===== config.mk =====
export PLATFORM = sky130hd
export DESIGN_NAME = nand_seq
export DESIGN_NICKNAME = d
export VERILOG_FILES = /design/src/rtl/nand_seq_pkg.sv /design/src/rtl/nand_bus_cycle.sv /design/src/rtl/nand_busy_wait.sv /design/src/rtl/nand_seq.sv
export SDC_FILE = /design/constraint.sdc
export NUM_CORES = 1
export LEC_CHECK = 0
export BUFFER_PORTS_ARGS = -buffer_cell sky130_fd_sc_hd__buf_2
export CORE_MARGIN = 2
export CORE_UTILIZATION = 35
export CTS_BUF_LIST = sky130_fd_sc_hd__clkbuf_8 sky130_fd_sc_hd__clkbuf_16
export DETAILED_ROUTE_END_ITERATION = 8
export GPL_ROUTABILITY_DRIVEN = 1
export MAX_ROUTING_LAYER = met4
export PLACE_DENSITY_LB_ADDON = 0.12
export REMOVE_ABC_BUFFERS = 1
export SLEW_MARGIN = 10
export SYNTH_ARGS = -nofsm -noshare
export SYNTH_HDL_FRONTEND = slang
export SYNTH_SLANG_ARGS = --single-unit
export TNS_END_PERCENT = 10

===== constraint.sdc =====
create_clock -name clk -period 3.8 [get_ports clk]
set_clock_uncertainty 0.15 [all_clocks]
set_input_delay 0.76 -clock clk [delete_from_list [all_inputs] [get_ports clk]]
set_output_delay 0.76 -clock clk [all_outputs]
set_load 0.02 [all_outputs]

===== src/rtl/nand_seq_pkg.sv =====
// Shared types and helpers for the NAND sequencer.
// Assumes timing values are positive nanosecond counts.
package nand_seq_pkg;
    typedef enum logic [1:0] {
        OP_READ   = 2'd0,
        OP_PROG   = 2'd1,
        OP_ERASE  = 2'd2,
        OP_STATUS = 2'd3
    } nand_op_e;

    typedef enum logic [1:0] {
        CY_CMD  = 2'd0,
        CY_ADDR = 2'd1,
        CY_DIN  = 2'd2,
        CY_DOUT = 2'd3
    } cyc_kind_e;

    // Round a nanosecond limit up to whole clock cycles, never below one.
    function automatic int ns2cyc(input int ns, input int clk_ps);
        int c;
        c = (ns * 1000 + clk_ps - 1) / clk_ps;
        return (c < 1) ? 1 : c;
    endfunction

    function automatic int max2(input int a, input int b);
        return (a > b) ? a : b;
    endfunction
endpackage


===== src/rtl/nand_bus_cycle.sv =====
// One flash bus cycle: a write-enable pulse for command, address or data in,
// or a read-enable pulse that captures one byte. The low and high phases are
// timed by a down-counter. Assumes start is only raised while idle.
module nand_bus_cycle
    import nand_seq_pkg::*;
#(
    parameter int WE_LO = 1,
    parameter int WE_HI = 1,
    parameter int RE_LO = 2,
    parameter int RE_HI = 1
) (
    input  logic       clk,
    input  logic       rst_n,
    input  logic       start,
    input  cyc_kind_e  kind,
    input  logic [7:0] byte_in,
    output logic       done,
    output logic [7:0] rdata,
    output logic       cle,
    output logic       ale,
    output logic       we_n,
    output logic       re_n,
    output logic [7:0] dq_out,
    output logic       dq_oe,
    input  logic [7:0] dq_in
);
    localparam int MAXC  = max2(max2(WE_LO, WE_HI), max2(RE_LO, RE_HI));
    localparam int CNT_W = $clog2(MAXC + 1);

    logic             active_q, low_q;
    logic [CNT_W-1:0] cnt_q;
    cyc_kind_e        kind_q;
    logic [7:0]       byte_q, rdata_q;
    logic             is_rd;

    assign is_rd = (kind_q == CY_DOUT);

    // Phase sequencing: low phase, then high phase, then back to idle.
    always_ff @(posedge clk) begin
        if (!rst_n) begin
            active_q <= 1'b0;
            low_q    <= 1'b0;
            cnt_q    <= '0;
            kind_q   <= CY_CMD;
            byte_q   <= '0;
            rdata_q  <= '0;
        end else if (!active_q) begin
            if (start) begin
                active_q <= 1'b1;
                low_q    <= 1'b1;
                kind_q   <= kind;
                byte_q   <= byte_in;
                cnt_q    <= (kind == CY_DOUT) ? CNT_W'(RE_LO - 1) : CNT_W'(WE_LO - 1);
            end
        end else if (cnt_q != '0) begin
            cnt_q <= cnt_q - 1'b1;
        end else if (low_q) begin
            low_q <= 1'b0;
            cnt_q <= is_rd ? CNT_W'(RE_HI - 1) : CNT_W'(WE_HI - 1);
            if (is_rd) rdata_q <= dq_in;
        end else begin
            active_q <= 1'b0;
        end
    end

    // Pin drive derived from the current phase.
    always_comb begin
        cle    = active_q && (kind_q == CY_CMD);
        ale    = active_q && (kind_q == CY_ADDR);
        we_n   = !(active_q && low_q && !is_rd);
        re_n   = !(active_q && low_q && is_rd);
        dq_oe  = active_q && !is_rd;
        dq_out = byte_q;
        done   = active_q && !low_q && (cnt_q == '0);
        rdata  = rdata_q;
    end
endmodule


===== src/rtl/nand_busy_wait.sv =====
// Waits out the write-enable-to-busy guard, then polls the synchronised
// ready line until it is high or a cycle limit runs out. Assumes rb_n is
// asynchronous to clk.
module nand_busy_wait #(
    parameter int WB_CYC      = 5,
    parameter int TIMEOUT_CYC = 200000,
    parameter int SYNC_STAGES = 2
) (
    input  logic clk,
    input  logic rst_n,
    input  logic start,
    input  logic rb_n,
    output logic ready,
    output logic timeout
);
    localparam int CNT_W = $clog2((WB_CYC > TIMEOUT_CYC ? WB_CYC : TIMEOUT_CYC) + 1);

    logic [SYNC_STAGES-1:0] sync_q;
    logic                   guard_q, poll_q;
    logic [CNT_W-1:0]       cnt_q;
    logic                   rb_s;

    assign rb_s = sync_q[SYNC_STAGES-1];

    // Synchroniser chain for the ready line.
    always_ff @(posedge clk) begin
        if (!rst_n) sync_q <= '1;
        else        sync_q <= {sync_q[SYNC_STAGES-2:0], rb_n};
    end

    // Guard interval followed by polling with a timeout count.
    always_ff @(posedge clk) begin
        if (!rst_n) begin
            guard_q <= 1'b0;
            poll_q  <= 1'b0;
            cnt_q   <= '0;
        end else if (start) begin
            guard_q <= 1'b1;
            poll_q  <= 1'b0;
            cnt_q   <= CNT_W'(WB_CYC - 1);
        end else if (guard_q) begin
            if (cnt_q == '0) begin
                guard_q <= 1'b0;
                poll_q  <= 1'b1;
            end else begin
                cnt_q <= cnt_q - 1'b1;
            end
        end else if (poll_q) begin
            if (ready || timeout) poll_q <= 1'b0;
            else                  cnt_q  <= cnt_q + 1'b1;
        end
    end

    assign ready   = poll_q && rb_s;
    assign timeout = poll_q && !rb_s && (cnt_q == CNT_W'(TIMEOUT_CYC - 1));
endmodule


===== src/rtl/nand_seq.sv =====
// Top of the NAND host sequencer. It takes one request and runs its
// command, address, data, busy-wait and status phases through the
// bus-cycle engine, holding every AC limit as a counted number of cycles.
// Assumes req_col < PAGE_BYTES and that wr_data is valid whenever wr_take
// is high.
module nand_seq
    import nand_seq_pkg::*;
#(
    parameter int         CLK_PS      = 20000,
    parameter int         PAGE_BYTES  = 2112,
    parameter int         PAGE_BITS   = 6,
    parameter int         BLOCK_BITS  = 12,
    parameter int         T_WP_NS     = 15,
    parameter int         T_DS_NS     = 15,
    parameter int         T_WH_NS     = 10,
    parameter int         T_WC_NS     = 30,
    parameter int         T_RP_NS     = 15,
    parameter int         T_REA_NS    = 25,
    parameter int         T_REH_NS    = 10,
    parameter int         T_RC_NS     = 30,
    parameter int         T_ADL_NS    = 100,
    parameter int         T_WW_NS     = 100,
    parameter int         T_WB_NS     = 100,
    parameter int         T_WHR_NS    = 60,
    parameter int         T_RR_NS     = 20,
    parameter int         TIMEOUT_CYC = 200000,
    parameter logic [7:0] CMD_READ1   = 8'h00,
    parameter logic [7:0] CMD_READ2   = 8'h30,
    parameter logic [7:0] CMD_PROG1   = 8'h80,
    parameter logic [7:0] CMD_PROG2   = 8'h10,
    parameter logic [7:0] CMD_ERASE1  = 8'h60,
    parameter logic [7:0] CMD_ERASE2  = 8'hD0,
    parameter logic [7:0] CMD_STATUS  = 8'h70
) (
    input  logic                            clk,
    input  logic                            rst_n,
    input  logic                            req_valid,
    output logic                            req_ready,
    input  logic [1:0]                      req_op,
    input  logic [PAGE_BITS+BLOCK_BITS-1:0] req_row,
    input  logic [$clog2(PAGE_BYTES)-1:0]   req_col,
    input  logic [7:0]                      wr_data,
    output logic                            wr_take,
    output logic [7:0]                      rd_data,
    output logic                            rd_valid,
    output logic                            done,
    output logic                            res_fail,
    output logic                            res_timeout,
    output logic [7:0]                      res_status,
    output logic                            nand_ce_n,
    output logic                            nand_cle,
    output logic                            nand_ale,
    output logic                            nand_we_n,
    output logic                            nand_re_n,
    output logic                            nand_wp_n,
    input  logic                            nand_rb_n,
    output logic [7:0]                      nand_dq_out,
    output logic                            nand_dq_oe,
    input  logic [7:0]                      nand_dq_in
);
    localparam int COL_W      = $clog2(PAGE_BYTES);
    localparam int ROW_W      = PAGE_BITS + BLOCK_BITS;
    localparam int COL_BYTES  = (COL_W + 7) / 8;
    localparam int ROW_BYTES  = (ROW_W + 7) / 8;
    localparam int ADDR_BYTES = COL_BYTES + ROW_BYTES;
    localparam int IDX_W      = $clog2(ADDR_BYTES + 1);

    localparam int WE_LO   = max2(ns2cyc(T_WP_NS, CLK_PS), ns2cyc(T_DS_NS, CLK_PS));
    localparam int WE_HI   = max2(ns2cyc(T_WC_NS, CLK_PS) - WE_LO, ns2cyc(T_WH_NS, CLK_PS));
    localparam int RE_LO   = max2(ns2cyc(T_RP_NS, CLK_PS), ns2cyc(T_REA_NS, CLK_PS));
    localparam int RE_HI   = max2(ns2cyc(T_RC_NS, CLK_PS) - RE_LO, ns2cyc(T_REH_NS, CLK_PS));
    localparam int ADL_CYC = ns2cyc(T_ADL_NS, CLK_PS);
    localparam int WW_CYC  = ns2cyc(T_WW_NS, CLK_PS);
    localparam int WB_CYC  = ns2cyc(T_WB_NS, CLK_PS);
    localparam int WHR_CYC = ns2cyc(T_WHR_NS, CLK_PS);
    localparam int RR_CYC  = ns2cyc(T_RR_NS, CLK_PS);
    localparam int GAP_MAX = max2(max2(ADL_CYC, WW_CYC), max2(WHR_CYC, RR_CYC));
    localparam int GAP_W   = $clog2(GAP_MAX + 1);

    typedef enum logic [3:0] {
        S_IDLE, S_WPSET, S_CMD1, S_ADDR, S_ADL, S_DIN, S_CMD2, S_BUSY,
        S_RR, S_DOUT, S_SCMD, S_WHR, S_SRD, S_WPCLR, S_FIN
    } state_e;

    state_e                   state_q;
    nand_op_e                 op_q;
    logic [ROW_W-1:0]         row_q;
    logic [COL_W-1:0]         col_q;
    logic [IDX_W-1:0]         idx_q;
    logic [GAP_W-1:0]         gap_q;
    logic                     pend_q, wp_q, done_q, tmo_q, bw_start_q;
    logic [7:0]               status_q;
    logic [8*ADDR_BYTES-1:0]  addr_vec;
    logic                     bus_state, cyc_start, cyc_done;
    cyc_kind_e                cyc_kind;
    logic [7:0]               cyc_byte, cyc_rdata;
    logic                     bw_ready, bw_timeout;
    logic                     last_col, gap_zero;

    assign addr_vec = {(8*ROW_BYTES)'(row_q), (8*COL_BYTES)'(col_q)};
    assign last_col = (col_q == COL_W'(PAGE_BYTES - 1));
    assign gap_zero = (gap_q == '0);

    // Select which bus cycle the current state asks for.
    always_comb begin
        bus_state = 1'b1;
        cyc_kind  = CY_CMD;
        cyc_byte  = CMD_STATUS;
        unique case (state_q)
            S_CMD1: cyc_byte = (op_q == OP_READ) ? CMD_READ1 :
                               (op_q == OP_PROG) ? CMD_PROG1 : CMD_ERASE1;
            S_CMD2: cyc_byte = (op_q == OP_READ) ? CMD_READ2 :
                               (op_q == OP_PROG) ? CMD_PROG2 : CMD_ERASE2;
            S_ADDR: begin
                cyc_kind = CY_ADDR;
                cyc_byte = addr_vec[8*idx_q +: 8];
            end
            S_DIN: begin
                cyc_kind = CY_DIN;
                cyc_byte = wr_data;
            end
            S_DOUT, S_SRD: cyc_kind = CY_DOUT;
            S_SCMD: cyc_byte = CMD_STATUS;
            default: bus_state = 1'b0;
        endcase
    end

    assign cyc_start = bus_state && !pend_q;

    // Track a bus cycle in flight between its start and its done pulse.
    always_ff @(posedge clk) begin
        if (!rst_n)         pend_q <= 1'b0;
        else if (cyc_start) pend_q <= 1'b1;
        else if (cyc_done)  pend_q <= 1'b0;
    end

    // Request sequencing across command, address, data, wait and status phases.
    always_ff @(posedge clk) begin
        if (!rst_n) begin
            state_q    <= S_IDLE;
            op_q       <= OP_READ;
            row_q      <= '0;
            col_q      <= '0;
            idx_q      <= '0;
            gap_q      <= '0;
            wp_q       <= 1'b0;
            done_q     <= 1'b0;
            tmo_q      <= 1'b0;
            status_q   <= '0;
            bw_start_q <= 1'b0;
        end else begin
            done_q     <= (state_q == S_FIN);
            bw_start_q <= 1'b0;
            if (!gap_zero) gap_q <= gap_q - 1'b1;
            unique case (state_q)
                S_IDLE: if (req_valid) begin
                    op_q     <= nand_op_e'(req_op);
                    row_q    <= req_row;
                    col_q    <= req_col;
                    tmo_q    <= 1'b0;
                    status_q <= '0;
                    idx_q    <= (nand_op_e'(req_op) == OP_ERASE) ? IDX_W'(COL_BYTES) : '0;
                    if (nand_op_e'(req_op) == OP_PROG || nand_op_e'(req_op) == OP_ERASE) begin
                        wp_q    <= 1'b1;
                        gap_q   <= GAP_W'(WW_CYC - 1);
                        state_q <= S_WPSET;
                    end else if (nand_op_e'(req_op) == OP_READ) begin
                        state_q <= S_CMD1;
                    end else begin
                        state_q <= S_SCMD;
                    end
                end
                S_WPSET: if (gap_zero) state_q <= S_CMD1;
                S_CMD1:  if (cyc_done) state_q <= S_ADDR;
                S_ADDR: if (cyc_done) begin
                    if (idx_q == IDX_W'(ADDR_BYTES - 1)) begin
                        if (op_q == OP_PROG) begin
                            gap_q   <= GAP_W'(ADL_CYC - 1);
                            state_q <= S_ADL;
                        end else begin
                            state_q <= S_CMD2;
                        end
                    end else begin
                        idx_q <= idx_q + 1'b1;
                    end
                end
                S_ADL: if (gap_zero) state_q <= S_DIN;
                S_DIN: if (cyc_done) begin
                    if (last_col) state_q <= S_CMD2;
                    else          col_q   <= col_q + 1'b1;
                end
                S_CMD2: if (cyc_done) begin
                    bw_start_q <= 1'b1;
                    state_q    <= S_BUSY;
                end
                S_BUSY: begin
                    if (bw_ready) begin
                        if (op_q == OP_READ) begin
                            gap_q   <= GAP_W'(RR_CYC - 1);
                            state_q <= S_RR;
                        end else begin
                            state_q <= S_SCMD;
                        end
                    end else if (bw_timeout) begin
                        tmo_q   <= 1'b1;
                        state_q <= wp_q ? S_WPCLR : S_FIN;
                        gap_q   <= GAP_W'(WW_CYC - 1);
                        wp_q    <= 1'b0;
                    end
                end
                S_RR: if (gap_zero) state_q <= S_DOUT;
                S_DOUT: if (cyc_done) begin
                    if (last_col) state_q <= S_FIN;
                    else          col_q   <= col_q + 1'b1;
                end
                S_SCMD: if (cyc_done) begin
                    gap_q   <= GAP_W'(WHR_CYC - 1);
                    state_q <= S_WHR;
                end
                S_WHR: if (gap_zero) state_q <= S_SRD;
                S_SRD: if (cyc_done) begin
                    status_q <= cyc_rdata;
                    state_q  <= wp_q ? S_WPCLR : S_FIN;
                    gap_q    <= GAP_W'(WW_CYC - 1);
                    wp_q     <= 1'b0;
                end
                S_WPCLR: if (gap_zero) state_q <= S_FIN;
                S_FIN:   state_q <= S_IDLE;
                default: state_q <= S_IDLE;
            endcase
        end
    end

    nand_bus_cycle #(
        .WE_LO(WE_LO), .WE_HI(WE_HI), .RE_LO(RE_LO), .RE_HI(RE_HI)
    ) u_cyc (
        .clk    (clk),
        .rst_n  (rst_n),
        .start  (cyc_start),
        .kind   (cyc_kind),
        .byte_in(cyc_byte),
        .done   (cyc_done),
        .rdata  (cyc_rdata),
        .cle    (nand_cle),
        .ale    (nand_ale),
        .we_n   (nand_we_n),
        .re_n   (nand_re_n),
        .dq_out (nand_dq_out),
        .dq_oe  (nand_dq_oe),
        .dq_in  (nand_dq_in)
    );

    nand_busy_wait #(
        .WB_CYC(WB_CYC), .TIMEOUT_CYC(TIMEOUT_CYC), .SYNC_STAGES(2)
    ) u_bw (
        .clk    (clk),
        .rst_n  (rst_n),
        .start  (bw_start_q),
        .rb_n   (nand_rb_n),
        .ready  (bw_ready),
        .timeout(bw_timeout)
    );

    assign req_ready   = (state_q == S_IDLE);
    assign nand_ce_n   = (state_q == S_IDLE);
    assign nand_wp_n   = wp_q;
    assign wr_take     = (state_q == S_DIN) && cyc_start;
    assign rd_valid    = (state_q == S_DOUT) && cyc_done;
    assign rd_data     = cyc_rdata;
    assign done        = done_q;
    assign res_fail    = status_q[0];
    assign res_status  = status_q;
    assign res_timeout = tmo_q;
endmodule


==> results of run 1 <==
cell usage after synthesis (all sizes together) (9+ instances only):
master | n | area [um^2]
nand3 | 25 | 125
clkbuf | 32 | 120
nor3 | 18 | 95.1
a31oi | 12 | 75.1
ha | 23 | 288
o21ai | 28 | 140
nor2 | 64 | 240
and2 | 13 | 81.3
dfxtp | 99 | 1980
nor2b | 20 | 125
nand2b | 11 | 83.8
or3 | 9 | 56.3
xnor2 | 14 | 123
nand2 | 105 | 394
mux2i | 15 | 150
a21oi | 53 | 277
a21boi | 36 | 270
inv | 17 | 63.8
registers in the layout (all words and copies together), names as in the netlist, 2 cells and up:
| signal | flops |
|---|---|
| u_cyc.dq_out | 8 |
| state_q | 4 |
| u_cyc.rdata | 8 |
| op_q | 2 |
| u_cyc.cnt_q | 2 |
| res_status | 8 |
| gap_q | 3 |
| idx_q | 3 |
| u_bw.sync_q | 2 |
| u_cyc.kind_q | 2 |
| u_bw.cnt_q | 18 |
| row_q | 18 |
| col_q | 12 |
routing by layer:
metal / wire length [um] / vias to the layer above / track usage
li1: - / 2703 / -
met1: 7410 / 2484 / 0.241
met2: 7570 / 129 / 0.302
met3: 684 / 16 / 0.0238
met4: 244 / 0 / 0.0621
met5: 0 / - / -
worst paths after layout:
| check | slack (ps) | cells past startpoint | startpoint | end |
|---|---|---|---|---|
| worst max-delay path | 650 | 6 | state_q[3] | wr_take |
| worst min register to register | 260 | 1 | u_bw.sync_q[0] | u_bw.sync_q[1] |
| worst max register to register | 730 | 9 | u_bw.guard_q | u_bw.cnt_q[17] |
| worst min-delay path | 260 | 1 | u_bw.sync_q[0] | u_bw.sync_q[1] |
power by group:
| part | internal, mW | total, mW | switching [mW] |
|---|---|---|---|
| combinational | 0.431 | 1.11 | 0.676 |
| clock | 0.462 | 0.887 | 0.425 |
| sequential | 1.19 | 1.39 | 0.200 |
| total | 2.08 | 3.38 | 1.30 |
area by class of cell:
cell class	count	area (um^2)
Clock inverter	6	40.0
Inverter	17	63.8
Multi-Input combinational cell	561	3550
Sequential cell	99	1980
Clock buffer	10	239
Fill cell	1692	9330
Timing Repair Buffer	99	523
Tap cell	216	270
worst reg2reg max path: stages (launching register included):
cell	delay, ps
dfxtp_1	500
ha_1	350
o21ai_0	310
o21bai_1	170
a2111oi_2	390
o21ai_1	150
a21bo_1	260
mux2_4	310
o31a_1	240
nor3_1	160
cell usage in the layout (no fill, tap or decap), types with 15 or more instances in the layout:
master	netlist	routed
nor2b_1	20	20
a21oi_1	50	50
nand2_1	105	105
nor2_1	64	64
ha_1	23	23
nor3_1	17	17
buf_2	4	88
o21ai_0	27	27
nand3_1	25	25
inv_1	17	18
dfxtp_1	99	99
a21boi_0	36	36
mux2i_1	15	15
per-stage QoR:
step | utilization | power, mW | worst slack, ps
after floorplan | - | 2.12 | 815
after CTS | 0.417 | 3.41 | 667
after global routing | 0.417 | 3.61 | 552
final | 0.417 | 3.38 | 648
after global placement | 0.400 | 2.49 | 926
after detailed placement | 0.400 | 2.51 | 814
cell families after synthesis:
family	after synthesis	share of synthesized area
AO/OA/AOI/OAI	201	0.239
XOR/XNOR	18	0.0273
adder cells (fa/ha/maj)	24	0.0533
buffers and inverters	57	0.0412
flip-flops	99	0.343
multiplexers	21	0.0462
AND/OR/NAND/NOR	297	0.249
==> impl_summary.md, run 1 <==
STA
The number of setup violations in the final report is 0. At the pin with the least slew margin, the transition time is 926 ps. The number of hold-slack violations in the final timing report is 0.

The minimum clock period after layout is 3150 ps. The final critical-path share of the clock period is 0.829. Summed over all failing endpoints, the final setup total negative slack is 0 ps.

Measured against its own limit, the worst slew margin works out to 0.383. Setup repair after global routing left no endpoint under its margin. Timing would allow up to around 0.32 GHz.

The smallest hold slack is 255 ps. The max-slew violation count is 0.

Global route
After global routing the overflow that remains totals 0. The initial antenna violation count is 0. The number of global-route vias before repair is slightly above 5000. The first global-routing pass estimated 26000 um of wire. In the global route stage, overall resource usage came out at 0.186. The largest net degree at the start of global routing is 34.

Critical path
Among all stages on the critical path, the largest delay is contributed by dfxtp_1. The worst path buffer plus inverter count is 2. STA puts the critical path data required time at just under 3000 ps. Of all nets on the critical path, the largest fanout is 16. The kind of end point of the critical path is an output port. The signal arrival time at the worst endpoint is 2240 ps.

The longest individual stage delay on the worst path is around 490 ps. The worst setup path is of the register to output port kind. The signal on the critical path passes through buf_4 > nand2b_4 > a311oi_2 > o21bai_2 > nor3_1 > buf_2. The worst setup path is launched from a register.

Grouping stages by cell kind, the critical path spends the most delay in compound AO/OA/AOI/OAI gates.

Floorplan
The count of standard-cell rows is 46. The total core area is ~16000 um^2. The vertical extent of the die is 132 um. In this run the horizontal extent of the chip is between 100 and 150 um. The I/O pin count is about 90. For this configuration, the core starts out at a cell density of 0.361. The area of the die is between 15000 and 20000 um^2.

CTS
TritonCTS built the clock tree. The number of buffers added for setup after CTS is 0. The clock sink count is slightly below 100. The buffer type at the clock tree root is clkbuf_16. The number of gates given a new drive strength after cts is 0. The maximum number of buffers from clock root to sink is 2. Clock latency on the worst-skew pair, taken at its later pin, is between 300 and 400 ps. Buffers inserted during clock tree synthesis total 9. The number of hold buffers added after CTS was 0. Clock-pin slew was measured on the worst setup and hold paths at ~70 ps. The H-tree depth reported by CTS is 3.

Synthesis
The mapped cell area is 5770 um^2. In the synthesized netlist the dominant register cell turns out to be dfxtp_1. After synthesis, the share of flip-flops with an asynchronous set or reset is 0. Synthesis produced approximately 700 cells. The mean cell area of the mapped netlist is 8.05 um^2. After synthesis the netlist holds a flip-flop and latch count of 99. The Yosys step of the flow raised 0 warnings. The number of different library cells used by synthesis comes to 66. Of the synthesized area, sequential elements account for 0.343. The count of flip-flops with a built-in enable after synthesis is 0.

Run
The number of maximum-capacitance violations is 0.

Cells and area
The final layout net count is 863. The non-filler instance count after layout is 1008. Of the cells placed in the final design, the portion with a size suffix greater than 1 is 0.182.

Relative to the synthesized area, the layout overhead comes to 15.6%. The number of antenna diodes in the final layout is 0. The post-route cell area is roughly 6700 um^2.

Hold path
The path class of the tightest hold or removal check is register to register.

Placement
Detailed placement finished with a half-perimeter wire length of between 10000 and 15000 um. The placer's final routability congestion estimate is 0.910. The cell count after placement is roughly 1000.

Summing all placed instances gives a cell area of about 6400 um^2. In this run the tool buffered the top-level ports with 88 buffer cells.

Routing
The number of DRC violations after detailed-routing iteration 0 is approximately 240. The routed layout has ~5300 vias. The remaining number of nets flagged by the antenna check after routing is 0.

The pre-antenna-repair detailed-routing pass consisted of 5 iterations. The detailed-route DRC error count is 0. In the final routed layout, each cell accounts on average for about 16 um. The total wire length after detailed routing is between 15000 and 20000 um.

The mean number of vias per cell is between 5 and 6.

Power
In this run the power density over the cells is approximately 510 nW/um^2. VDD sags by at most between 200 and 300 uV. In this run the static leakage power is 2.68 nW.

Run status
The run finished with clean final reports.
(Power assumes the default switching activity.)
==> inputs of run 2 (changes only) <==
- ABC_AREA: default -> 1
- clock period: 3.8 -> 2.8 ns (I/O delays scaled with it)
==> run 2 against run 1 <==
  * Sequential cell count unchanged
  * Clock power up 68%
  * Highest routed layer unchanged
  * Largest power group is now combinational logic
  * Power increased by 66%
  * Via count grew 12%
  * Sequential share of layout area decreased by 1.2 points
  * Global-route usage is 1.1 points higher
  * Cell count grew 22%
  * Worst hold slack lost 11 ps
==> impl_summary.md, run 2 <==
Critical path
Counting stages on the worst path, the most repeated cell is nand2_1. The required time reported for the critical path endpoint was 2890 ps (about the same). The signal arrival time at the worst endpoint was 2510 ps (+270 ps). The slowest stage of the critical path is the dfxtp_1 cell. The termination of the worst setup path is u_bw.cnt_q[12]. The maximum fanout count along the critical path is 10 (-6). The source of the critical timing path is u_bw.guard_q. The launching element type of the critical path is a register. Walking the worst path, the cells encountered are inv_1 > fa_1 > o21ai_0 > nand3_1 > nand2_1 > nand2_1 > nand2_1 > nand2_1 > a21oi_1 > nor2_1. The setup slack on the worst flop-to-flop path came to 390 ps (-340 ps). The worst register-to-register path ends at u_bw.cnt_q[12].

The longest individual stage delay on the worst path came to 560 ps (+70 ps). The reg-to-reg startpoint is u_bw.guard_q. The kind of end point of the critical path is a register. The worst setup path is of the register to register kind. The number of cells on the worst reg-to-reg path came to 10 (+1).

CTS
The number of gates given a new drive strength after cts is 0 (unchanged). The number of buffers added for setup after CTS is 0 (unchanged). The TritonCTS clock tree is built. The maximum number of buffers from clock root to sink was 2 (unchanged).

The clock sink count is 99 (unchanged). The CTS clock-pin slew for the worst setup and hold paths is 70 ps (about the same). The insertion delay of the later-clocked pin in the worst-skew pair is 350 ps (about the same). The number of buffers added by the clock tree synthesis step is 9 (unchanged). The buffer type at the clock tree root is clkbuf_16.

The H-tree depth reported by CTS came to 3 (unchanged). The number of hold buffers added after CTS is 0 (unchanged).

Global route
The total congestion overflow after global routing was 0 (unchanged). The initial antenna violation count came to 0 (unchanged). The number of global-route vias before repair came to 5627 (+8.5%). The met3 layer usage reported by global route is 0.0344 (+0.0106).

The aggregate global-route resource usage is 0.197 (+0.0107). The wire length of the first global-routing pass is 27800 um (+6.8%). The most crowded layer after global routing is met2. The routing usage on met1 was 0.252 (+0.0110). The largest net degree at the start of global routing is 59 (+74%).

The met2 usage came to 0.321 (+0.0195).

Synthesis
The number of distinct library cell variants in the gate-level netlist after synthesis is 50 (-24%). The sequential cell area fraction in the yosys report is 0.334 (-0.00926). The proportion of netlist area held by the largest area contributor is 0.334 (-0.00926). By count the netlist is led by nand2_1 (192), nor2_1 (149), o21ai_0 (102). The most instantiated flip-flop cell in the synthesis netlist is dfxtp_1.

The count of flip-flops with a built-in enable after synthesis is 0 (unchanged). The most area-hungry cell type in the Yosys netlist is dfxtp_1. The most numerous cell in the Yosys netlist is nand2_1. The mean cell area of the mapped netlist is 6.45 um^2 (-20%).

The total of flip-flops plus latches after synthesis came to 99 (unchanged). The number of warnings reported in the yosys synthesis log is 0 (unchanged). The async set or reset register ratio after synthesis is 0 (unchanged). In the post-synthesis netlist, the biggest area contributors are dfxtp_1 (33%), nand2_1 (12%), nor2_1 (9.4%). The number of instances in the synthesized netlist is 920 (+28%). The mapped cell area is 5930 um^2 (+2.8%).

Cells and area
The fraction of final layout cells with drive strength greater than 1 is 0.146 (-0.0360). The top cell types in the final layout, fill and taps aside, are nand2_1 (192), nor2_1 (149), o21ai_0 (102), dfxtp_1 (99), inv_1 (94). The post-synthesis to final-layout area growth is 17.0%.

The count of inserted antenna diode cells was 0 (unchanged). The non-filler instance count after layout is 1228 (+22%). The final layout net count was 1079 (+25%). The post-route cell area came to 6940 um^2 (+4.1%).

In the final layout, the registers with the most flip-flops are row_q: 18 flops, u_bw.cnt_q: 18 flops, col_q: 12 flops. The library cell used most frequently in the layout, excluding fill and tap cells, is nand2_1.

STA
The number of setup violations in the final report was 0 (unchanged). For this run, the top clock speed supported by timing is between 0.4 and 0.5 GHz. The minimum clock period after layout is ~2400 ps.

The max-slew violation count came to 0 (unchanged). The final critical-path share of the clock period is 0.861. The number of hold-slack violations in the final timing report was 0 (unchanged). The relative max-transition margin is 0.452 (+0.0689). The total negative setup slack came to 0 ps (unchanged).

The pin slew with the least headroom to its limit was 821 ps (-104 ps). Setup repair after global routing left no endpoint under its margin.

Placement
The sum of net half-perimeters after detailed placement was 12600 um (+8.8%). The area after detailed placement is 6590 um^2 (+3.1%). The cell count after placement is 1212 (+22%). The count of buffers inserted at the top-level ports is 88 (unchanged). The placer's final routability congestion estimate is 0.854 (-6.1%).

Power
The static leakage came to 3.35 nW (+25%). The areal power density over the cells is 808 nW/um^2 (+59%). The worst ir drop on vdd is 412 uV (+46%).

Routing
The total wire length after detailed routing is 16900 um (+6.3%). The total iterations of the first detailed-routing run came to 8 (+3). The number of DRC violations after detailed-routing iteration 0 is 350 (+43%). The average wire per standard cell is 13.8 um (-13%). The remaining number of nets flagged by the antenna check after routing is 0 (unchanged). The detailed-route DRC error count came to 0 (unchanged). The total number of vias was 5967 (+12%).

The mean number of vias per cell was 4.86 (-8.1%).

Floorplan
The I/O pin count came to 89 (unchanged). The count of standard-cell rows was 47 (+2.2%). The die outline width is 134 um (+1.3%). The area of the die is 18000 um^2 (+2.7%). The vertical extent of the die is 134 um (+1.3%).

The starting density of the core is 0.358 (-0.00303). The total core area came to 16600 um^2 (+3.6%).

Run status
The flow ran to the end, and the final reports show no timing, DRC or antenna violations.

Run
The number of maximum-capacitance violations is 0 (unchanged).

Hold path
The min-delay analysis places its worst path in the category primary input to register.
[run 2: changes by cell type after synthesis, moves of 19 or more]
cell	previous run	this run
a21boi_0	36	1
a21oi_1	50	88
clkbuf_1	32	13
inv_1	17	94
nand2_1	105	192
nand3_1	25	49
nor2_1	64	149
nor2b_1	20	1
o21ai_0	27	102
[run 2: power breakdown]
part | switching (mW) | internal (mW)
sequential | 0.225 | 1.71
clock | 0.605 | 0.884
combinational | 1.49 | 0.689
[run 2: critical path, delay by kind of cell (launching register included)]
family	cells	cell delay [ps]
AND/OR/NAND/NOR	6	520
flip-flops	1	560
adder cells (fa/ha/maj)	1	420
AO/OA/AOI/OAI	2	530
buffers and inverters	1	120
[run 2: logic make-up (layout without fill, tap and decap cells)]
kind of cell             after synthesis  count (layout)  share of synthesized area
flip-flops                            99              99                      0.334
adder cells (fa/ha/maj)               24              24                     0.0519
buffers and inverters                127             215                     0.0877
AO/OA/AOI/OAI                        220             220                      0.199
AND/OR/NAND/NOR                      441             441                      0.314
XOR/XNOR                               9               9                     0.0133
[run 2: worst min path at each step]
stage	from	endpoint	slack, ps	cells after the start
5_1_grt	nand_rb_n	u_bw.sync_q[0]	240	2
3_5_place_dp	u_bw.sync_q[0]	u_bw.sync_q[1]	250	1
2_1_floorplan	u_bw.sync_q[0]	u_bw.sync_q[1]	240	1
6_report	nand_rb_n	u_bw.sync_q[0]	240	2
4_1_cts	nand_rb_n	u_bw.sync_q[0]	230	2
3_3_place_gp	u_bw.sync_q[0]	u_bw.sync_q[1]	250	1
[run 2: per-stage QoR]
stage / util / total power, mW / hold WS (ps) / worst slack (ps)
floorplan: - / 3.49 / 243 / 526
global placement: 0.398 / 4.16 / 250 / 463
CTS: 0.419 / 5.66 / 231 / 392
finish: 0.419 / 5.61 / 244 / 388
detailed placement: 0.398 / 4.16 / 253 / 430
global route: 0.419 / 6.07 / 236 / 141
[run 2: per-layer routing]
layer  up-vias  part of all wire
met5         -                 0
met4         0             0.015
met2       118              0.47
li1       3181                 -
met1      2651              0.48
met3        17             0.037
[run 2: cell type report]
class                           count  area [um^2]
Clock buffer                        9          225
Clock inverter                      7          124
Fill cell                        1817         9640
Inverter                          102          384
Multi-Input combinational cell    694         3430
Sequential cell                    99         1980
Tap cell                          220          275
Timing Repair Buffer               97          520
==> inputs of run 3 (changes only) <==
- PLACE_DENSITY: default -> 0.6
- PLACE_DENSITY_LB_ADDON: 0.12 -> default
==> run 3 against run 2 <==
  * Sequential cell count unchanged
  * Critical path depth unchanged
  * Largest power group unchanged
  * Critical endpoint is now u_bw.cnt_q[16]
  * Cell count about the same
  * Via count increased by 0.20%
  * Core utilization decreased by 0.45 points
  * Critical path type unchanged
  * Sequential power about the same
  * Clock power decreased by 15%
==> impl_summary.md, run 3 (synthesized netlist as in run 2, its figures left out) <==
Critical path
The cell with the largest stage delay on the worst path is dfxtp_1. STA classifies the critical path startpoint as a register. The required time reported for the critical path endpoint is 2890 ps (about the same).

The maximum fanout count along the critical path is 10 (unchanged). The largest delay contributor family on the critical path is simple AND/OR/NAND/NOR gates. The reg-to-reg startpoint is u_bw.guard_q.

The termination of the worst setup path is u_bw.cnt_q[16]. The critical path starts at u_bw.guard_q. The endpoint of the worst-slack reg-to-reg timing path is u_bw.cnt_q[16]. In this design, the critical path's most frequently occurring cell is nand3_1.

Traced cell by cell, the critical path runs through inv_1 > fa_1 > o21ai_0 > nand3_1 > nand2_1 > nand3_1 > nand3_1 > nand2_1 > nor2_1 > nor2_1. The signal arrival time at the worst endpoint is 2540 ps (+30 ps). The number of cells on the worst reg-to-reg path came to 10 (unchanged). STA classifies the critical path endpoint as a register. The instance count on the critical path came to 10 (unchanged). The setup slack on the worst flop-to-flop path is 350 ps (-30 ps). The startpoint-to-endpoint class of the critical path is register to register.

The worst path buffer plus inverter count is 1 (unchanged). The longest individual stage delay on the worst path came to 570 ps (about the same).

Routing
The total iterations of the first detailed-routing run was 5 (-3). The total wire length after detailed routing is 16300 um (-3.7%). The detailed-route DRC error count is 0 (unchanged). The mean number of vias per cell is 4.87 (+0.28%). The number of DRC violations after detailed-routing iteration 0 is 383 (+9.4%). The remaining number of nets flagged by the antenna check after routing is 0 (unchanged). The total number of vias is 5979 (+0.20%).

The average wire per standard cell is 13.3 um (-3.6%).

Run status
The flow ran to the end, and the final reports show no timing, DRC or antenna violations.

Power
The share of total power consumed by net switching was 0.438 (+0.0240). The net load switching power is 2.36 mW (+1.4%). The static leakage is 3.31 nW (-1.3%). The fraction of power consumed by combinational cells came to 0.405 (+0.016). The worst ir drop on vdd is 528 uV (+28%). The share of power burned in registers came to 0.361 (+0.015).

The internal power is 3.02 mW (-8.1%). The areal power density over the cells came to 783 nW/um^2 (-3.1%). The total power came to 5.38 mW (-4.2%). The power share of the clock group is 0.234 (-0.031).

CTS
The number of buffers added for setup after CTS was 0 (unchanged). The number of buffers added by the clock tree synthesis step is 9 (unchanged). The CTS clock-pin slew for the worst setup and hold paths is 70 ps (about the same).

The H-tree depth reported by CTS is 3 (unchanged). The insertion delay of the later-clocked pin in the worst-skew pair is 360 ps (about the same). The buffer type at the clock tree root is clkbuf_16.

The maximum number of buffers from clock root to sink is 2 (unchanged). The clock sink count is 99 (unchanged). The number of gates given a new drive strength after cts is 0 (unchanged). The number of hold buffers added after CTS is 0 (unchanged).

TritonCTS built the clock tree.

Run
The number of maximum-capacitance violations came to 0 (unchanged).

Global route
The wire length of the first global-routing pass is 26700 um (-3.8%). The aggregate global-route resource usage is 0.187 (-0.00967). The initial antenna violation count is 1 (+1).

The total congestion overflow after global routing is 0 (unchanged). The largest net degree at the start of global routing came to 59 (unchanged). The number of global-route vias before repair is 5537 (-1.6%).

STA
The total negative setup slack was 0 ps (unchanged). The pin slew with the least headroom to its limit is 790 ps (-31.0 ps). The timing-limited maximum frequency is 0.409 GHz (-1.4%). The smallest hold slack is 258 ps (+14.3 ps). The max-slew violation count is 0 (unchanged).

The number of hold-slack violations in the final timing report is 0 (unchanged). The final critical-path share of the clock period is 0.873 (+0.0119). The number of setup violations in the final report is 0 (unchanged). The relative max-transition margin is 0.473 (+0.0207).

Setup repair after global routing left no endpoint under its margin. The minimum clock period after layout came to 2450 ps (+33.2 ps).

Floorplan
The total core area was 16600 um^2 (unchanged). The vertical extent of the die is 134 um (unchanged). The I/O pin count is 89 (unchanged). The count of standard-cell rows was 47 (unchanged). The area of the die is 18000 um^2 (unchanged). The starting density of the core was 0.358 (unchanged). The die outline width is 134 um (unchanged).

Cells and area
The largest registers in the layout are row_q: 18 flops, u_bw.cnt_q: 18 flops, col_q: 12 flops. The footprint of the flip-flops and latches was 1980 um^2 (unchanged). The number of filler instances in the final layout was 1827 (+0.55%).

In the layout the commonest cells are nand2_1 (192), nor2_1 (149), o21ai_0 (102), dfxtp_1 (99), inv_1 (94). The fraction of final layout cells with drive strength greater than 1 is 0.144 (-0.00170). The post-synthesis to final-layout area growth is 15.7%.

The area of the multi-input gates is 3430 um^2 (unchanged). The final layout net count is 1077 (-0.19%). The post-route cell area was 6870 um^2 (-1.1%). The final core utilization is 0.414 (-0.00453).

The most common cell after layout, fill and taps aside is nand2_1.

Placement
The placer's final routability congestion estimate is 0.883 (+3.3%). The sum of net half-perimeters after detailed placement was 12100 um (-4.1%). The count of buffers inserted at the top-level ports is 88 (unchanged). The area after detailed placement is 6570 um^2 (-0.42%).

Hold path
The kind of path behind the tightest hold check is primary input to register.
[run 3: cell count changes in the layout (fill, tap and decap cells not counted), sizes merged]
cell      change
buf           -2
clkinvlp      +1
diode         +1
bufinv        -3
clkinv        +2
[run 3: layout make-up]
| class | count | share of cell area |
|---|---|---|
| inverter | 102 | 0.0559 |
| sequential | 99 | 0.289 |
| clock inverter | 7 | 0.0107 |
| clock buffer | 9 | 0.0328 |
| tap | 220 | 0.0401 |
| timing repair buffer | 95 | 0.0718 |
| multi-input combinational | 694 | 0.500 |
| antenna | 1 | 0.000364 |
[run 3: worst register-to-register path: cells and delay by family (launching register included)]
| family | cells | cell delay [ps] |
|---|---|---|
| AO/OA/AOI/OAI | 1 | 450 |
| adder cells (fa/ha/maj) | 1 | 410 |
| buffers and inverters | 1 | 100 |
| flip-flops | 1 | 570 |
| AND/OR/NAND/NOR | 7 | 650 |
[run 3: how the worst min path moves through the flow]
stage / start / to / slack [ps] / depth (start not counted)
floorplan: u_bw.sync_q[0] / u_bw.sync_q[1] / 240 / 1
global placement: u_bw.sync_q[0] / u_bw.sync_q[1] / 250 / 1
detailed placement: u_bw.sync_q[0] / u_bw.sync_q[1] / 250 / 1
CTS: nand_rb_n / u_bw.sync_q[0] / 250 / 2
global route: nand_rb_n / u_bw.sync_q[0] / 240 / 2
finish: nand_rb_n / u_bw.sync_q[0] / 260 / 2
[run 3: per-stage QoR]
stage | std cells | setup slack, ps
2_1_floorplan | 895 | 526
3_3_place_gp | 1210 | 421
3_5_place_dp | 1210 | 386
4_1_cts | 1226 | 351
5_1_grt | 1227 | 191
6_report | 1227 | 355
[run 3: layer usage]
metal | global-route usage | routed length (um)
met1 | 0.240 | 7840
met2 | 0.309 | 7750
met3 | 0.0363 | 548
met4 | 0.0392 | 146
met5 | - | 0
[run 3: power by group through the flow]
| stage | Combinational [mW] | Sequential [mW] | Clock (mW) |
|---|---|---|---|
| 4_1_cts | 2.18 | 1.94 | 1.29 |
| 3_3_place_gp | 2.16 | 1.97 | 0 |
| 6_report | 2.18 | 1.94 | 1.26 |
| 5_1_grt | 2.48 | 1.99 | 1.35 |
| 2_1_floorplan | 1.49 | 2.00 | 0 |
| 3_5_place_dp | 2.17 | 1.97 | 0 |
